<file path="config.mk">
export PLATFORM = sky130hd
export DESIGN_NAME = ide_regfront
export DESIGN_NICKNAME = d
export VERILOG_FILES = /design/src/rtl/ide_fe_pkg.sv /design/src/rtl/ide_fe_decode.sv /design/src/rtl/ide_fe_regs.sv /design/src/rtl/ide_regfront.sv
export SDC_FILE = /design/constraint.sdc
export NUM_CORES = 1
export LEC_CHECK = 0
export BUFFER_PORTS_ARGS = -buffer_cell sky130_fd_sc_hd__buf_2
export CAP_MARGIN = 40
export CELL_PAD_IN_SITES_DETAIL_PLACEMENT = 2
export CELL_PAD_IN_SITES_GLOBAL_PLACEMENT = 2
export CORE_ASPECT_RATIO = 2
export CORE_MARGIN = 4
export CORE_UTILIZATION = 31
export CTS_BUF_LIST = sky130_fd_sc_hd__clkbuf_8
export DETAILED_ROUTE_END_ITERATION = 10
export PLACE_DENSITY = 0.89
export SETUP_SLACK_MARGIN = 0.05
export SYNTH_ARGS = -nofsm -noshare
export SYNTH_HDL_FRONTEND = slang
export SYNTH_HIERARCHICAL = 1
export SYNTH_SLANG_ARGS = --single-unit
</file>
<file path="constraint.sdc">
create_clock -name clk -period 2.6 [get_ports clk]
set_clock_uncertainty 0.1 [all_clocks]
set_input_delay 0 -clock clk [delete_from_list [all_inputs] [get_ports clk]]
set_output_delay 0 -clock clk [all_outputs]
set_load 0.01 [all_outputs]
</file>
<file path="src/rtl/ide_fe_pkg.sv">
package ide_fe_pkg;

  localparam int OFF_W = 2;

  localparam logic [OFF_W-1:0] OFF_PRI  = 2'd0;
  localparam logic [OFF_W-1:0] OFF_CFG  = 2'd1;
  localparam logic [OFF_W-1:0] OFF_SEC  = 2'd2;
  localparam logic [OFF_W-1:0] OFF_CTRL = 2'd3;

  typedef enum logic [2:0] {
    RD_NONE = 3'd0,
    RD_PRI  = 3'd1,
    RD_CFG  = 3'd2,
    RD_SEC  = 3'd3,
    RD_CTRL = 3'd4
  } rdSel_t;

  typedef struct packed {
    logic   wrPri;
    logic   wrSec;
    logic   wrCtrl;
    rdSel_t rdSel;
  } feStrobes_t;

endpackage

</file>
<file path="src/rtl/ide_fe_decode.sv">
module ide_fe_decode
  import ide_fe_pkg::*;
#(
  parameter int          ADDR_W   = 10,
  parameter int          TF_PORTS = 8,
  parameter logic [9:0]  BASE_LO  = 10'h030,
  parameter logic [9:0]  BASE_HI  = 10'h0B0,
  parameter logic [9:0]  PRI_TF   = 10'h1F0,
  parameter logic [9:0]  SEC_TF   = 10'h170,
  localparam int         TF_W     = $clog2(TF_PORTS),
  localparam int         N_CHAN   = 2
) (
  input  logic              clk,
  input  logic              rstN,
  input  logic [ADDR_W-1:0] ioAddr,
  input  logic              ioRdEn,
  input  logic              ioWrEn,
  input  logic              strapAltBase,
  input  logic              secDisabled,
  output feStrobes_t        strb,
  output logic [N_CHAN-1:0] chanSel,
  output logic [TF_W-1:0]   tfReg
);

  function automatic logic [ADDR_W-1:0] chanBase(input int idx);
    return (idx == 0) ? ADDR_W'(PRI_TF) : ADDR_W'(SEC_TF);
  endfunction

  logic              access;
  logic [ADDR_W-1:0] chipBase;
  logic              chipHit;
  logic [OFF_W-1:0]  offset;

  assign access   = ioRdEn | ioWrEn;
  assign chipBase = strapAltBase ? ADDR_W'(BASE_HI) : ADDR_W'(BASE_LO);
  assign chipHit  = ioAddr[ADDR_W-1:OFF_W] == chipBase[ADDR_W-1:OFF_W];
  assign offset   = ioAddr[OFF_W-1:0];

  always_comb begin
    strb = '{wrPri: 1'b0, wrSec: 1'b0, wrCtrl: 1'b0, rdSel: RD_NONE};
    if (chipHit) begin
      if (ioWrEn) begin
        strb.wrPri  = offset == OFF_PRI;
        strb.wrSec  = offset == OFF_SEC;
        strb.wrCtrl = offset == OFF_CTRL;
      end
      unique case (offset)
        OFF_PRI:  strb.rdSel = RD_PRI;
        OFF_CFG:  strb.rdSel = RD_CFG;
        OFF_SEC:  strb.rdSel = RD_SEC;
        default:  strb.rdSel = RD_CTRL;
      endcase
    end
  end

  for (genvar g = 0; g < N_CHAN; g++) begin : g_chan
    logic winHit;
    logic chanOn;
    assign winHit     = ioAddr[ADDR_W-1:TF_W] == chanBase(g)[ADDR_W-1:TF_W];
    assign chanOn     = (g == 0) ? 1'b1 : ~secDisabled;
    assign chanSel[g] = access & winHit & chanOn;
  end

  assign tfReg = ioAddr[TF_W-1:0];

  // never more than one channel claims an access
  a_r11_chan_onehot: assert property (@(posedge clk) disable iff (!rstN)
    $onehot0(chanSel));

  // no claim without an access strobe
  a_r11_idle_no_claim: assert property (@(posedge clk) disable iff (!rstN)
    !(ioRdEn || ioWrEn) |-> chanSel == '0);

  // the secondary channel is silent while it is disabled by control
  a_r8_sec_gated: assert property (@(posedge clk) disable iff (!rstN)
    secDisabled |-> !chanSel[1]);

  // the configuration offset never produces a write strobe
  a_r5_cfg_no_write: assert property (@(posedge clk) disable iff (!rstN)
    (strb.rdSel == RD_CFG) |-> !(strb.wrPri || strb.wrSec || strb.wrCtrl));

endmodule

</file>
<file path="src/rtl/ide_fe_regs.sv">
module ide_fe_regs
  import ide_fe_pkg::*;
#(
  parameter logic [3:0] ID_MAIN    = 4'b1010,
  parameter logic [3:0] ID_ALT     = 4'b0101,
  parameter logic [7:0] FORCE_MASK = 8'h5F,
  parameter logic [7:0] MODE_MASK  = 8'h03,
  localparam int        DATA_W     = 8,
  localparam logic [DATA_W-1:0] FORCE_EFF = FORCE_MASK & ~MODE_MASK
) (
  input  logic              clk,
  input  logic              rstN,
  input  feStrobes_t        strb,
  input  logic [DATA_W-1:0] wrData,
  input  logic              strapPriBase,
  input  logic              strapAltBase,
  input  logic              strapSlowBus,
  input  logic              strapDisabled,
  input  logic              strapAltId,
  output logic [DATA_W-1:0] priTim,
  output logic [DATA_W-1:0] secTim,
  output logic [DATA_W-1:0] ctrlReg,
  output logic [DATA_W-1:0] rdData
);

  logic [DATA_W-1:0] cfgByte;

  always_ff @(posedge clk or negedge rstN) begin
    if (!rstN) begin
      priTim  <= '0;
      secTim  <= '0;
      ctrlReg <= FORCE_MASK;
    end else begin
      if (strb.wrPri)  priTim  <= wrData;
      if (strb.wrSec)  secTim  <= wrData;
      if (strb.wrCtrl) ctrlReg <= wrData | FORCE_EFF;
    end
  end

  assign cfgByte = {strapAltId ? ID_ALT : ID_MAIN,
                    strapDisabled, strapSlowBus, strapAltBase, strapPriBase};

  always_comb begin
    unique case (strb.rdSel)
      RD_PRI:  rdData = priTim;
      RD_CFG:  rdData = cfgByte;
      RD_SEC:  rdData = secTim;
      RD_CTRL: rdData = ctrlReg;
      default: rdData = '1;
    endcase
  end

  // timing bytes only move on their own write strobe
  a_r4_pri_hold: assert property (@(posedge clk) disable iff (!rstN)
    !strb.wrPri |=> $stable(priTim));
  a_r4_sec_hold: assert property (@(posedge clk) disable iff (!rstN)
    !strb.wrSec |=> $stable(secTim));

  // forced bits present after every control write
  a_r6_forced_bits: assert property (@(posedge clk) disable iff (!rstN)
    strb.wrCtrl |=> (ctrlReg & FORCE_EFF) == FORCE_EFF);

  // the control byte is otherwise untouched
  a_r6_ctrl_hold: assert property (@(posedge clk) disable iff (!rstN)
    !strb.wrCtrl |=> $stable(ctrlReg));

  // nothing decoded reads as all ones
  a_r2_float_high: assert property (@(posedge clk) disable iff (!rstN)
    (strb.rdSel == RD_NONE) |-> rdData == '1);

endmodule

</file>
<file path="src/rtl/ide_regfront.sv">
module ide_regfront
  import ide_fe_pkg::*;
(
  input  logic       clk,
  input  logic       rstN,
  input  logic       strapPriBase,
  input  logic       strapAltBase,
  input  logic       strapSlowBus,
  input  logic       strapDisabled,
  input  logic       strapAltId,
  input  logic [9:0] ioAddr,
  input  logic       ioRdEn,
  input  logic       ioWrEn,
  input  logic [7:0] ioWrData,
  output logic [7:0] ioRdData,
  output logic [7:0] priTiming,
  output logic [7:0] secTiming,
  output logic [7:0] ctrlValue,
  output logic       hdOnly,
  output logic       nonAtapi,
  output logic [1:0] chanSel,
  output logic [2:0] tfReg
);

  feStrobes_t strb;

  ide_fe_decode u_decode (
    .clk          (clk),
    .rstN         (rstN),
    .ioAddr       (ioAddr),
    .ioRdEn       (ioRdEn),
    .ioWrEn       (ioWrEn),
    .strapAltBase (strapAltBase),
    .secDisabled  (ctrlValue[0]),
    .strb         (strb),
    .chanSel      (chanSel),
    .tfReg        (tfReg)
  );

  ide_fe_regs u_regs (
    .clk           (clk),
    .rstN          (rstN),
    .strb          (strb),
    .wrData        (ioWrData),
    .strapPriBase  (strapPriBase),
    .strapAltBase  (strapAltBase),
    .strapSlowBus  (strapSlowBus),
    .strapDisabled (strapDisabled),
    .strapAltId    (strapAltId),
    .priTim        (priTiming),
    .secTim        (secTiming),
    .ctrlReg       (ctrlValue),
    .rdData        (ioRdData)
  );

  assign hdOnly   = ctrlValue[1];
  assign nonAtapi = ctrlValue[7];

  // mode outputs track the stored control byte
  a_r10_mode_bits: assert property (@(posedge clk) disable iff (!rstN)
    hdOnly == ctrlValue[1] && nonAtapi == ctrlValue[7]);

endmodule

</file>
==> summary.md <==
| Metric | Value |
|---|---|
| Status | `finished clean` |
| Initial antenna violation count | `0` |
| Crit-path cells | `buf_2 -> or3_4 -> nor4_2 -> nor2b_1 -> a21oi_1 -> buf_2` |
| CTS sink count | `20` |
| Post-DP HPWL | `3.285 mm` |
| Total power | `641.9 uW` |
| EDFF count, synth | `0` |
| Most used DFF post-synth | `dfrtp_1` |
| Final setup vio count | `0` |
| Slew @ Worst Pin | `between 0.6 and 0.7 ns` |
| Worst EP required | `2.50 ns` |
| Nets | `206` |
| Slowest stage delay, CP | `0.56 ns` |
| First-pass GRT wire length | `between 6 and 7 mm` |
| Initial core utilization | `0.3252` |
| RR Startpoint | `u_regs/secTim[0]` |
| CP top delay family | `simple AND/OR/NAND/NOR gates` |
| Capture point of the critical path | `ioRdData[6]` |
| FF-to-FF End | `u_regs/secTim[0]` |
| CP Launch Type | `input pin` |
| Core area | `between 0.004 and 0.005 mm^2` |
| Leading cell type in the layout, fill and taps excluded | `buf_2` |
| Clock tree buffer depth | `2` |
| Highest clock rate | `482.1 MHz` |
| Yosys reg bits | `20` |
| DRC violation count after routing | `0` |
| Starting DRT DRC Count | `4` |
| Diode count | `0` |
| Die H | `~100 um` |
| Critical setup path kind | `in2out` |
| Filler cells | `462` |
| Synth Warn # | `6` |
| Max cap viols | `0` |
| Layout cells sized above 1 | `0.5314` |
| CTS tree | `built` |
| RSZ-0062 raised after global routing | `no` |
| Most frequent cells in the layout | `buf_2 (61), dfrtp_1 (18), mux2_1 (16)` |
| Via density | `roughly 4.9` |
| Number of nets still failing antenna checks after routing | `0` |
| R2r setup slk | `roughly 1.7 ns` |
| Bufs and invs on worst path | `2` |
| Pwr/cell area | `356.8 mW/mm^2` |
| Root Driver | `clkbuf_8` |
| Area grow syn2layout | `32.66%` |
| PortBufs | `61` |
| Cell count of the worst hold path | `2` |
| GP Congestion | `0.6977` |
| Final min period | `2.074 ns` |
| Mapped Cells | `110` |
| Period utilisation layout | `0.7978` |
| Arrival @ worst endpoint | `around 2 ns` |
| Seq/Total Area, Yosys | `0.3708` |
| Setup crit end kind | `primary output` |
| Largest net degree at the start of global routing | `21` |
| CP max FO | `7` |
| Final Max Slew Viols | `0` |
| R2r worst-path depth | `1` |
| Hold/Removal Path Class | `in2out` |
| Rows | `33` |
| PostCTS Resize Cnt | `0` |
| Number of cells on the critical path | `6` |
| DR vias | `1121` |
| Grt ovf | `0` |
| Yosys cell types | `30` |
| Final WL | `4.104 mm` |
| Final Hold Vio Count | `0` |
| Vias in the first global route | `1271` |
| Peak VDD IR | `~0.00037 V` |
| Ports | `66` |
| H-tree lvl count | `1` |
| Die area | `0.005561 mm^2` |
| Syn avg cell area | `12.33 um^2` |
| First drt pass iteration count | `2` |
| P_leak | `~0.00090 uW` |
| DIE WIDTH | `54.77 um` |
| Num CTS Buffers | `3` |
| Top cell by count, worst path | `buf_2` |
| Clock Latency Late Sink | `roughly 0.25 ns` |
| Gr usage total | `0.1590` |
| Wire per inst | `18.08 um` |
| Worst setup path start | `ioAddr[6]` |
| Setup Total Neg Slack | `0 ns` |
| Synth async-reset ratio | `1.000` |
| Post-Synthesis Cell Area | `about 0.0014 mm^2` |
| Slew margin rel. | `0.5320` |
| Worst path slowest cell | `nor2b_1` |
-- state kept, by name, summed over array words and instances (netlist names) --
signal and cells:
u_regs/ctrlReg 4, u_regs/secTim 8, u_regs/priTim 8
-- layer usage --
layer,global-route usage,up-vias,part of all wire
met5,0,-,0
met4,0.04031,0,0.0085
met3,0.01767,2,0.056
met2,0.3157,37,0.60
met1,0.1604,567,0.34
li1,-,515,-
-- final cells by class --
cell class                 instances  area [um^2]  share of cell area
tap                               52        65.06             0.03616
clock buffer                       4        55.05             0.03060
inverter                           3        11.26            0.006259
sequential                        20        503.0              0.2796
multi-input combinational         72        724.4              0.4026
timing repair buffer              76        440.4              0.2448
-- per-stage QoR --
stage               area, um^2    util  instances  worst slack [ns]  hold WS (ns)
finish                    1799  0.4314        227            0.5258        0.1244
floorplan                 1368       -        113             1.037       -0.3956
CTS                       1799  0.4314        227            0.5166        0.1232
global placement          1654  0.3966        214            0.6957       -0.1424
detailed placement        1654  0.3966        214            0.5872       -0.1184
global route              1799  0.4314        227            0.4141        0.1351
-- cells in the mapped netlist (all sizes together), types with 3 or more instances --
library cell	number	share of area
mux2i	8	0.059
buf	16	0.096
nand2	3	0.0083
nor4	5	0.042
nor4b	9	0.090
inv	3	0.0083
a21oi	4	0.015
nor2b	3	0.014
dfrtp	18	0.33
ha	3	0.028
mux2	20	0.17
-- power by group --
group          internal, uW  leakage (uW)  switching, uW
clock                   134     0.0000288           98.2
sequential              316      0.000271           4.35
combinational          41.2      0.000598           47.3
total                   492      0.000898            150
-- logic make-up (layout without fill, tap and decap cells) --
| family | after synthesis | in the layout | share of synthesized area |
|---|---|---|---|
| compound gates | 10 | 10 | 0.06274 |
| other cells | 1 | 4 | 0.002765 |
| flops | 20 | 20 | 0.3708 |
| simple gates | 26 | 26 | 0.1891 |
| fa+ha+maj | 3 | 3 | 0.02768 |
| mux | 28 | 28 | 0.2251 |
| buf+inv | 21 | 83 | 0.1098 |
| xor+xnor | 1 | 1 | 0.01200 |
-- worst min-delay path by stage --
stage,from,end,slack (ns)
after detailed placement,rstN,u_regs/priTim[1],-0.12
after CTS,ioAddr[2],tfReg[2],0.12
final,ioAddr[2],tfReg[2],0.12
after global routing,ioAddr[2],tfReg[2],0.14
after floorplan,rstN,u_regs/ctrlReg[5],-0.40
after global placement,rstN,u_regs/priTim[1],-0.14
-- what timing repair did --
action,in CTS,in global routing
hold buffers,9,0
endpoints found under the hold margin,40,0
buffers inserted,0,0
Note: power is estimated with default switching activity, not from simulation.
